<file path="config.mk">
export PLATFORM = sky130hd
export DESIGN_NAME = gf2m_digit_mul
export DESIGN_NICKNAME = d
export VERILOG_FILES = /design/src/rtl/gf2m_mul_pkg.sv /design/src/rtl/gf2m_shift_reduce.sv /design/src/rtl/gf2m_term_gen.sv /design/src/rtl/gf2m_xpow.sv /design/src/rtl/gf2m_mul_ctrl.sv /design/src/rtl/gf2m_digit_mul.sv
export SDC_FILE = /design/constraint.sdc
export NUM_CORES = 2
export LEC_CHECK = 0
export BUFFER_PORTS_ARGS = -buffer_cell sky130_fd_sc_hd__buf_2
export CAP_MARGIN = 30
export CORE_MARGIN = 5
export CORE_UTILIZATION = 57
export CTS_CLUSTER_DIAMETER = 50
export DETAILED_ROUTE_END_ITERATION = 8
export PLACE_DENSITY = 0.8
export SETUP_SLACK_MARGIN = 0.3
export SYNTH_ARGS = -nofsm -noshare
export SYNTH_HDL_FRONTEND = slang
export SYNTH_SLANG_ARGS = --single-unit
</file>
<file path="constraint.sdc">
create_clock -name clk -period 4.8 [get_ports clk]
set_input_delay 0.96 -clock clk [delete_from_list [all_inputs] [get_ports clk]]
set_output_delay 0.96 -clock clk [all_outputs]
set_load 0.01 [all_outputs]
</file>
<file path="src/rtl/gf2m_mul_pkg.sv">
package gf2m_mul_pkg;

    // Number of D-bit digits needed to cover an M-bit operand.
    function automatic int num_digits(input int m, input int d);
        return (m + d - 1) / d;
    endfunction

endpackage

</file>
<file path="src/rtl/gf2m_shift_reduce.sv">
// One multiplication by x followed by reduction modulo the field polynomial.
module gf2m_shift_reduce #(
    parameter int          M    = 239,
    parameter logic [M-1:0] POLY = M'(1)
) (
    input  logic [M-1:0] v,
    output logic [M-1:0] vx
);
    always_comb begin
        vx = {v[M-2:0], 1'b0};
        if (v[M-1]) begin
            vx = vx ^ POLY;
        end
    end
endmodule

</file>
<file path="src/rtl/gf2m_term_gen.sv">
// Produces the reduced copies b, x*b, ..., x^(D-1)*b, each kept at M bits.
module gf2m_term_gen #(
    parameter int          M    = 239,
    parameter int          D    = 8,
    parameter logic [M-1:0] POLY = M'(1)
) (
    input  logic [M-1:0]        b,
    output logic [D-1:0][M-1:0] terms
);
    assign terms[0] = b;

    for (genvar i = 1; i < D; i++) begin : g_term
        gf2m_shift_reduce #(.M(M), .POLY(POLY)) u_sr (
            .v  (terms[i-1]),
            .vx (terms[i])
        );
    end
endmodule

</file>
<file path="src/rtl/gf2m_xpow.sv">
// Multiplies the accumulator by x^D modulo the field polynomial.
module gf2m_xpow #(
    parameter int          M    = 239,
    parameter int          D    = 8,
    parameter logic [M-1:0] POLY = M'(1)
) (
    input  logic [M-1:0] v,
    output logic [M-1:0] vxd
);
    logic [D:0][M-1:0] stage;

    assign stage[0] = v;

    for (genvar i = 0; i < D; i++) begin : g_stage
        gf2m_shift_reduce #(.M(M), .POLY(POLY)) u_sr (
            .v  (stage[i]),
            .vx (stage[i+1])
        );
    end

    assign vxd = stage[D];
endmodule

</file>
<file path="src/rtl/gf2m_mul_ctrl.sv">
// Sequencer: accepts start when idle, counts digits, pulses done.
module gf2m_mul_ctrl #(
    parameter int NDIG = 30
) (
    input  logic clk,
    input  logic rst_n,
    input  logic start,
    output logic load,
    output logic step,
    output logic done
);
    localparam int CW = $clog2(NDIG + 1);

    typedef struct packed {
        logic          busy;
        logic [CW-1:0] cnt;
        logic          done;
    } ctrl_t;

    ctrl_t st_q, st_d;

    assign load = start && !st_q.busy;
    assign step = st_q.busy;
    assign done = st_q.done;

    always_comb begin
        st_d      = st_q;
        st_d.done = 1'b0;
        if (load) begin
            st_d.busy = 1'b1;
            st_d.cnt  = CW'(NDIG);
        end else if (st_q.busy) begin
            st_d.cnt = st_q.cnt - CW'(1);
            if (st_q.cnt == CW'(1)) begin
                st_d.busy = 1'b0;
                st_d.done = 1'b1;
            end
        end
    end

    always_ff @(posedge clk or negedge rst_n) begin
        if (!rst_n) begin
            st_q <= '0;
        end else begin
            st_q <= st_d;
        end
    end


    done_single_chk: assert property (@(posedge clk) disable iff (!rst_n)
        st_q.done |=> !st_q.done);


    done_after_step_chk: assert property (@(posedge clk) disable iff (!rst_n)
        $rose(st_q.done) |-> $past(st_q.busy));


    busy_not_reloaded_chk: assert property (@(posedge clk) disable iff (!rst_n)
        (st_q.busy && st_q.cnt > CW'(1)) |=> (st_q.busy && st_q.cnt == $past(st_q.cnt) - CW'(1)));
endmodule

</file>
<file path="src/rtl/gf2m_digit_mul.sv">
module gf2m_digit_mul
    import gf2m_mul_pkg::*;
#(
    parameter int           M    = 239,
    parameter int           D    = 8,
    parameter logic [M-1:0] POLY = M'((1 << 36) | 1)
) (
    input  logic         clk,
    input  logic         rst_n,
    input  logic         start,
    input  logic [M-1:0] a,
    input  logic [M-1:0] b,
    output logic         done,
    output logic [M-1:0] c
);
    localparam int NDIG = num_digits(M, D);
    localparam int N    = NDIG * D;

    typedef struct packed {
        logic [N-1:0] a;
        logic [M-1:0] b;
        logic [M-1:0] c;
    } dp_t;

    dp_t dp_q, dp_d;

    logic               load;
    logic               step;
    logic [D-1:0]       digit;
    logic [D-1:0][M-1:0] terms;
    logic [M-1:0]       c_shift;
    logic [M-1:0]       dsum;
    logic [N-1:0]       a_ext;

    gf2m_mul_ctrl #(.NDIG(NDIG)) u_ctrl (
        .clk   (clk),
        .rst_n (rst_n),
        .start (start),
        .load  (load),
        .step  (step),
        .done  (done)
    );

    gf2m_term_gen #(.M(M), .D(D), .POLY(POLY)) u_terms (
        .b     (dp_q.b),
        .terms (terms)
    );

    gf2m_xpow #(.M(M), .D(D), .POLY(POLY)) u_xpow (
        .v   (dp_q.c),
        .vxd (c_shift)
    );

    assign digit = dp_q.a[N-1 -: D];

    always_comb begin
        a_ext        = '0;
        a_ext[M-1:0] = a;
    end

    always_comb begin
        dsum = '0;
        for (int i = 0; i < D; i++) begin
            if (digit[i]) begin
                dsum = dsum ^ terms[i];
            end
        end
    end

    always_comb begin
        dp_d = dp_q;
        if (load) begin
            dp_d.a = a_ext;
            dp_d.b = b;
            dp_d.c = '0;
        end else if (step) begin
            dp_d.a = dp_q.a << D;
            dp_d.c = c_shift ^ dsum;
        end
    end

    always_ff @(posedge clk or negedge rst_n) begin
        if (!rst_n) begin
            dp_q <= '0;
        end else begin
            dp_q <= dp_d;
        end
    end

    assign c = dp_q.c;


    clear_on_load_chk: assert property (@(posedge clk) disable iff (!rst_n)
        load |=> (c == '0));


    hold_idle_chk: assert property (@(posedge clk) disable iff (!rst_n)
        (!step && !load) |=> $stable(c));


    b_held_chk: assert property (@(posedge clk) disable iff (!rst_n)
        step |=> $stable(dp_q.b));

    if (N > M) begin : g_pad

        pad_zero_chk: assert property (@(posedge clk) disable iff (!rst_n)
            load |=> (dp_q.a[N-1:M] == '0));
    end
endmodule

</file>
Yosys cells after proc, flatten, opt, wreduce, memory -nomap -nowiden
Cells that the tools add are included.
W data, S select, Z words.
{"block": "word_totals", "inputBits": 481, "wordCells": 66, "out_inout_bits": 240, "register_bits": 725}
{"block": "classes", "reduce_logical": 3, "addsub": 1, "n_mux": 32, "bitwise": 23, "eq_ne": 1}
{"cell": "$mux W239", "n": 10}
{"cell": "$xor A239 B239 Y239", "n": 8}
{"cell": "$mux W37", "n": 15}
{"cell": "$mux W240", "n": 2}
{"cell": "$not A2 Y2", "n": 15}
{"cell": "$mux W7", "n": 1}
{"cell": "$mux W6", "n": 1}
{"cell": "$eq A5 B1 Y1 const B", "n": 1}
{"cell": "$sub A5 B1 Y5 const B", "n": 1}
{"cell": "$mux W1", "n": 3}
{"cell": "$reduce_bool A2 Y1", "n": 1}
{"cell": "$logic_and A1 B1 Y1", "n": 1}
{"cell": "$logic_not A1 Y1", "n": 1}

Longest topological paths before layout
{"block": "logic_depth", "word_depth": 19, "depth_mapped": 9, "ltp_nobuf": 6}

Cells and area by module
A second synthesis with hierarchy kept.
{"block": "unflattened", "cells_unflattened": 10209, "area_unflattened_um2": 85235.5}
{"mod": "gf2m_digit_mul", "cells_per_inst": 6355, "area_per_inst_um2": 56171.4, "n_inst": 1, "seq_area_each_um2": 17967.2}
{"mod": "gf2m_shift_reduce", "cells_per_inst": 239, "area_per_inst_um2": 1795.5, "n_inst": 15, "seq_area_each_um2": 0.0}
{"mod": "gf2m_term_gen", "cells_per_inst": 239, "area_per_inst_um2": 1794.2, "n_inst": 1, "seq_area_each_um2": 0.0}
{"mod": "gf2m_mul_ctrl", "cells_per_inst": 30, "area_per_inst_um2": 337.8, "n_inst": 1, "seq_area_each_um2": 175.2}

Worst setup path before layout
No wires, ideal clock.
{"block": "synth_timing", "kind": "input-to-reg", "from": "input port start", "to": "register dp_q[267] (netlist bit)", "cell_stages": 6, "path_buffers": 4, "t_arrival_ns": 2.189, "slack_ns": 2.487, "setup_ns": 0.125, "path_cell_list": "buf_2 nor2b_1 clkbuf_1 clkbuf_1 buf_2 mux2_2"}
{"block": "synth_via", "elab_chain_len": 1}
{"element": "from (decl)", "line": "gf2m_digit_mul.sv:10", "text": "input logic start,"}
{"element": "$logic_and A1 B1 Y1", "line": "gf2m_mul_ctrl.sv:22", "text": "assign load = start && !st_q.busy;"}
{"element": "to (signal assigned)", "line": "gf2m_digit_mul.sv:86", "text": "dp_q <= dp_d;"}
{"element": "to (decl)", "line": "gf2m_digit_mul.sv:25", "text": "dp_t dp_q, dp_d;"}
No other way between the ends.
A chain may end at the register's enable or synchronous reset.

Worst setup path after layout
{"block": "layout_timing", "from": "register dp_q (netlist bit digit[7])", "to": "register dp_q (netlist bit c[182])"}
{"block": "layout_via", "elab_chain_len": 4}
{"element": "$mux W239", "line": "gf2m_digit_mul.sv:64", "text": "if (digit[i]) begin"}
{"element": "$xor A239 B239 Y239", "line": "gf2m_digit_mul.sv:78", "text": "dp_d.c = c_shift ^ dsum;"}
{"element": "$mux W239", "line": "gf2m_digit_mul.sv:76", "text": "end else if (step) begin"}
{"element": "$mux W239", "line": "gf2m_digit_mul.sv:72", "text": "if (load) begin"}
No other way between the ends. The select of a mux whose other input is x is not followed.

==> metrics.md <==
| Metric | Value |
|---|---|
| Outcome | `finished, final reports clean` |
| Hold_ws | `0.3089 ns` |
| Clock Path Buffers | `3` |
| Starting Density | `roughly 57%` |
| Routed Wire Length | `between 150000 and 200000 microns` |
| Port bufs | `between 700 and 800` |
| WL/cell | `between 20 and 25 microns` |
| Worst-skew pair later-pin latency | `between 0.6 and 0.7 ns` |
| Slowest CP cell | `dfrtp_4` |
| Detail Placement HPWL | `between 100000 and 150000 microns` |
| Synth unique cells | `26` |
| Critical path's largest stage delay | `0.89 ns` |
| Crit path kind | `reg2reg` |
| Final hold violations | `0` |
| RSZ-0062 raised after global routing | `no` |
| Critical Path End Type | `flip-flop` |
| DRC Markers | `0` |
| Max Cap Viol | `0` |
| Initial antenna violation count | `56` |
| CTS tree | `done` |
| Synth top area share | `32.13%` |
| Ys Warns | `0` |
| GPL Wtd Cong | `0.8932` |
| Reg2Reg Setup Slack | `2.11 ns` |
| Die ar. | `0.1055 sq mm` |
| Total track usage | `slightly above 30%` |
| Multi-input combinational cell area | `between 0.03 and 0.04 sq mm` |
| Width of the die | `324.8 microns` |
| Area growth from synthesis to layout | `8.692%` |
| Max_slew headroom | `between 20% and 30%` |
| CTS resizes | `0` |
| Vias | `between 40000 and 50000` |
| Cell family with most CP delay | `flip-flops` |
| Setup TNS | `0 ns` |
| # IOs | `721` |
| Worst EP required | `around 5.4 ns` |
| Register area | `between 0.015 and 0.02 sq mm` |
| Dpl ws | `roughly 1.7 ns` |
| Via-per-instance ratio | `around 5.7` |
| Fill count | `8006` |
| Reg2reg start | `digit[7]$_DFFE_PN0P_` |
| Synth Register Bits | `725` |
| GRT overflow | `0` |
| RR Endpoint | `c[182]$_DFFE_PN0P_` |
| Syn nets | `a little over 7000` |
| Peak VDD IR | `roughly 0.36 mV` |
| Vert. Die Dim | `~320 microns` |
| CTS Root Cell | `clkbuf_16` |
| Sequential area share after synthesis | `between 30 and 40%` |
| Synth top area cells | `dfrtp_1 32%, xnor2_1 22%, nand2_1 14%, xor2_1 7.5%, mux2_2 4.8%` |
| Synth Area per Inst | `~8.5 sq um` |
| CTS sink cnt | `between 700 and 800` |
| Static Leakage | `24.51 nW` |
| Vias in the first global route | `between 40000 and 50000` |
| Cells on worst reg2reg path | `7` |
| Post-CTS Hold Fix Bufs | `0` |
| Post-CTS setup buffer count | `0` |
| Global-route wire length before repair | `~260000 microns` |
| Syn Inst Count | `6626` |
| ANT nets after route | `0` |
| Share of layout cells above drive strength 1 | `between 10% and 20%` |
| Buf+Inv Stages, Crit Path | `1` |
| Worst Slack Setup Final | `around 2.1 ns` |
| Nets | `7153` |
| DR iter-0 viols | `~4700` |
| Crit-path max FO | `56` |
| Largest net degree at the start of global routing | `160` |
| Fin Clk Skew | `roughly 0.022 ns` |
| PnR Total Power | `46.88 mW` |
| Largest area contributor in the netlist | `dfrtp_1` |
| Fmax | `around 370 MHz` |
| Fin crit period | `around 2.7 ns` |
| Depth of the CTS H-tree | `3` |
| Worst Hold Class | `in2async` |
| PD cells | `between 700 and 800 mW/mm^2` |
| Final Max Slew Viols | `0` |
| Core area | `around 0.1 sq mm` |
| Reg clk slew, reported paths | `about 0.060 ns` |
| Worst-margin pin slew | `approximately 1.1 ns` |
| Rows | `between 100 and 150` |
| CTS buffer count | `100` |
| Crit path cell chain | `buf_4, nand2_1, xor2_1, xnor2_1, xnor2_1, xnor2_1, a22o_1` |
| Final setup viols | `0` |
| Worst Path Arrival | `approximately 3.3 ns` |
| Tcrit/Tclk final | `55.94%` |
| Mapped Area | `approximately 0.056 sq mm` |
| CP Launch Type | `flip-flop` |
| TritonRoute pass-1 iters | `6` |
| Cell mode on critical path | `xnor2_1` |
[metrics by stage]
step / util, % / cell area, sq um / std cells
after detailed placement: 58.69 / 57760 / 7854
final: 62.37 / 61380 / 8079
after global routing: 62.32 / 61340 / 8061
after global placement: 58.69 / 57760 / 7854
after floorplan: - / 56470 / 6626
after CTS: 62.25 / 61260 / 8042
[synth_stat cells]
library cell and number:
buf_1 27, o21ai_0 231, nand2_1 2135, buf_4 279
a2bb2oi_1 1, mux2_2 240, or2_2 1, nand2b_1 1
ha_1 2, xnor2_1 1447, clkbuf_1 354, nand2_2 10
nor3_1 2, nor2b_1 1, nor2_1 12, nand3_1 1
a21oi_1 3, buf_6 62, o22a_1 1, buf_2 128
a31oi_1 1, xor2_1 481, dfrtp_1 725, inv_1 2
mux2i_1 239, a22o_1 240
[how the worst max path moves through the flow]
stage                                 end  cells after the start                  from
floorplan           dp_q[267]$_DFFE_PN0P_                      6                 start
finish                 c[182]$_DFFE_PN0P_                      7  digit[7]$_DFFE_PN0P_
detailed placement  dp_q[437]$_DFFE_PN0P_                      4                 start
CTS                    c[182]$_DFFE_PN0P_                      7  digit[0]$_DFFE_PN0P_
global placement    dp_q[419]$_DFFE_PN0P_                      4                 start
global route            c[82]$_DFFE_PN0P_                      7  digit[6]$_DFFE_PN0P_
[area by class of cell]
class | instances | area share [%]
Multi-Input combinational cell | 5049 | 54.53
Sequential cell | 725 | 29.61
Timing Repair Buffer | 792 | 7.367
Clock buffer | 128 | 4.493
Tap cell | 1287 | 2.623
Clock inverter | 60 | 1.211
Antenna cell | 36 | 0.1468
Inverter | 2 | 0.01223
[state kept, by name, summed over array words and instances (netlist names)]
signal and count:
digit 8, u_ctrl.done 1, u_ctrl.st_q 5, u_ctrl.step 1, c 239, dp_q 471
[report_power, final]
group | switching (mW) | total (mW) | internal [mW]
Combinational | 11.8 | 24.5 | 12.7
Clock | 3.18 | 7.68 | 4.50
Sequential | 5.60 | 14.7 | 9.09
[logic make-up after synthesis]
| kind of cell | synth area share (%) |
|---|---|
| DFF | 32.13 |
| xor gates and xnor gates | 29.90 |
| AOI/OAI and AO/OA | 5.838 |
| buffers and inverters | 8.625 |
| muxes | 9.022 |
| adders and majority gates | 0.04431 |
| and+or+nand+nor | 14.44 |
[cell usage in the layout, fill, tap and decap left out, types with 27 or more instances in the layout]
| master | synthesis | routed |
|---|---|---|
| xor2_1 | 481 | 481 |
| mux2i_1 | 239 | 239 |
| dfrtp_1 | 725 | 716 |
| a22o_1 | 240 | 240 |
| clkbuf_16 | 0 | 100 |
| nand2_1 | 2135 | 2135 |
| diode_2 | 0 | 36 |
| buf_12 | 0 | 27 |
| o21ai_0 | 231 | 231 |
| xnor2_1 | 1447 | 1447 |
| buf_2 | 128 | 718 |
| mux2_2 | 240 | 240 |
| buf_4 | 279 | 44 |
[routing by layer]
metal | vias to the layer above | GRT usage [%] | part of all wire (%)
li1 | 20617 | - | -
met1 | 22016 | 38.90 | 38
met2 | 2487 | 47.36 | 45
met3 | 543 | 7.781 | 10
met4 | 34 | 16.87 | 6.0
met5 | - | 0 | 0.14
Note: power is estimated with default switching activity, not from simulation.
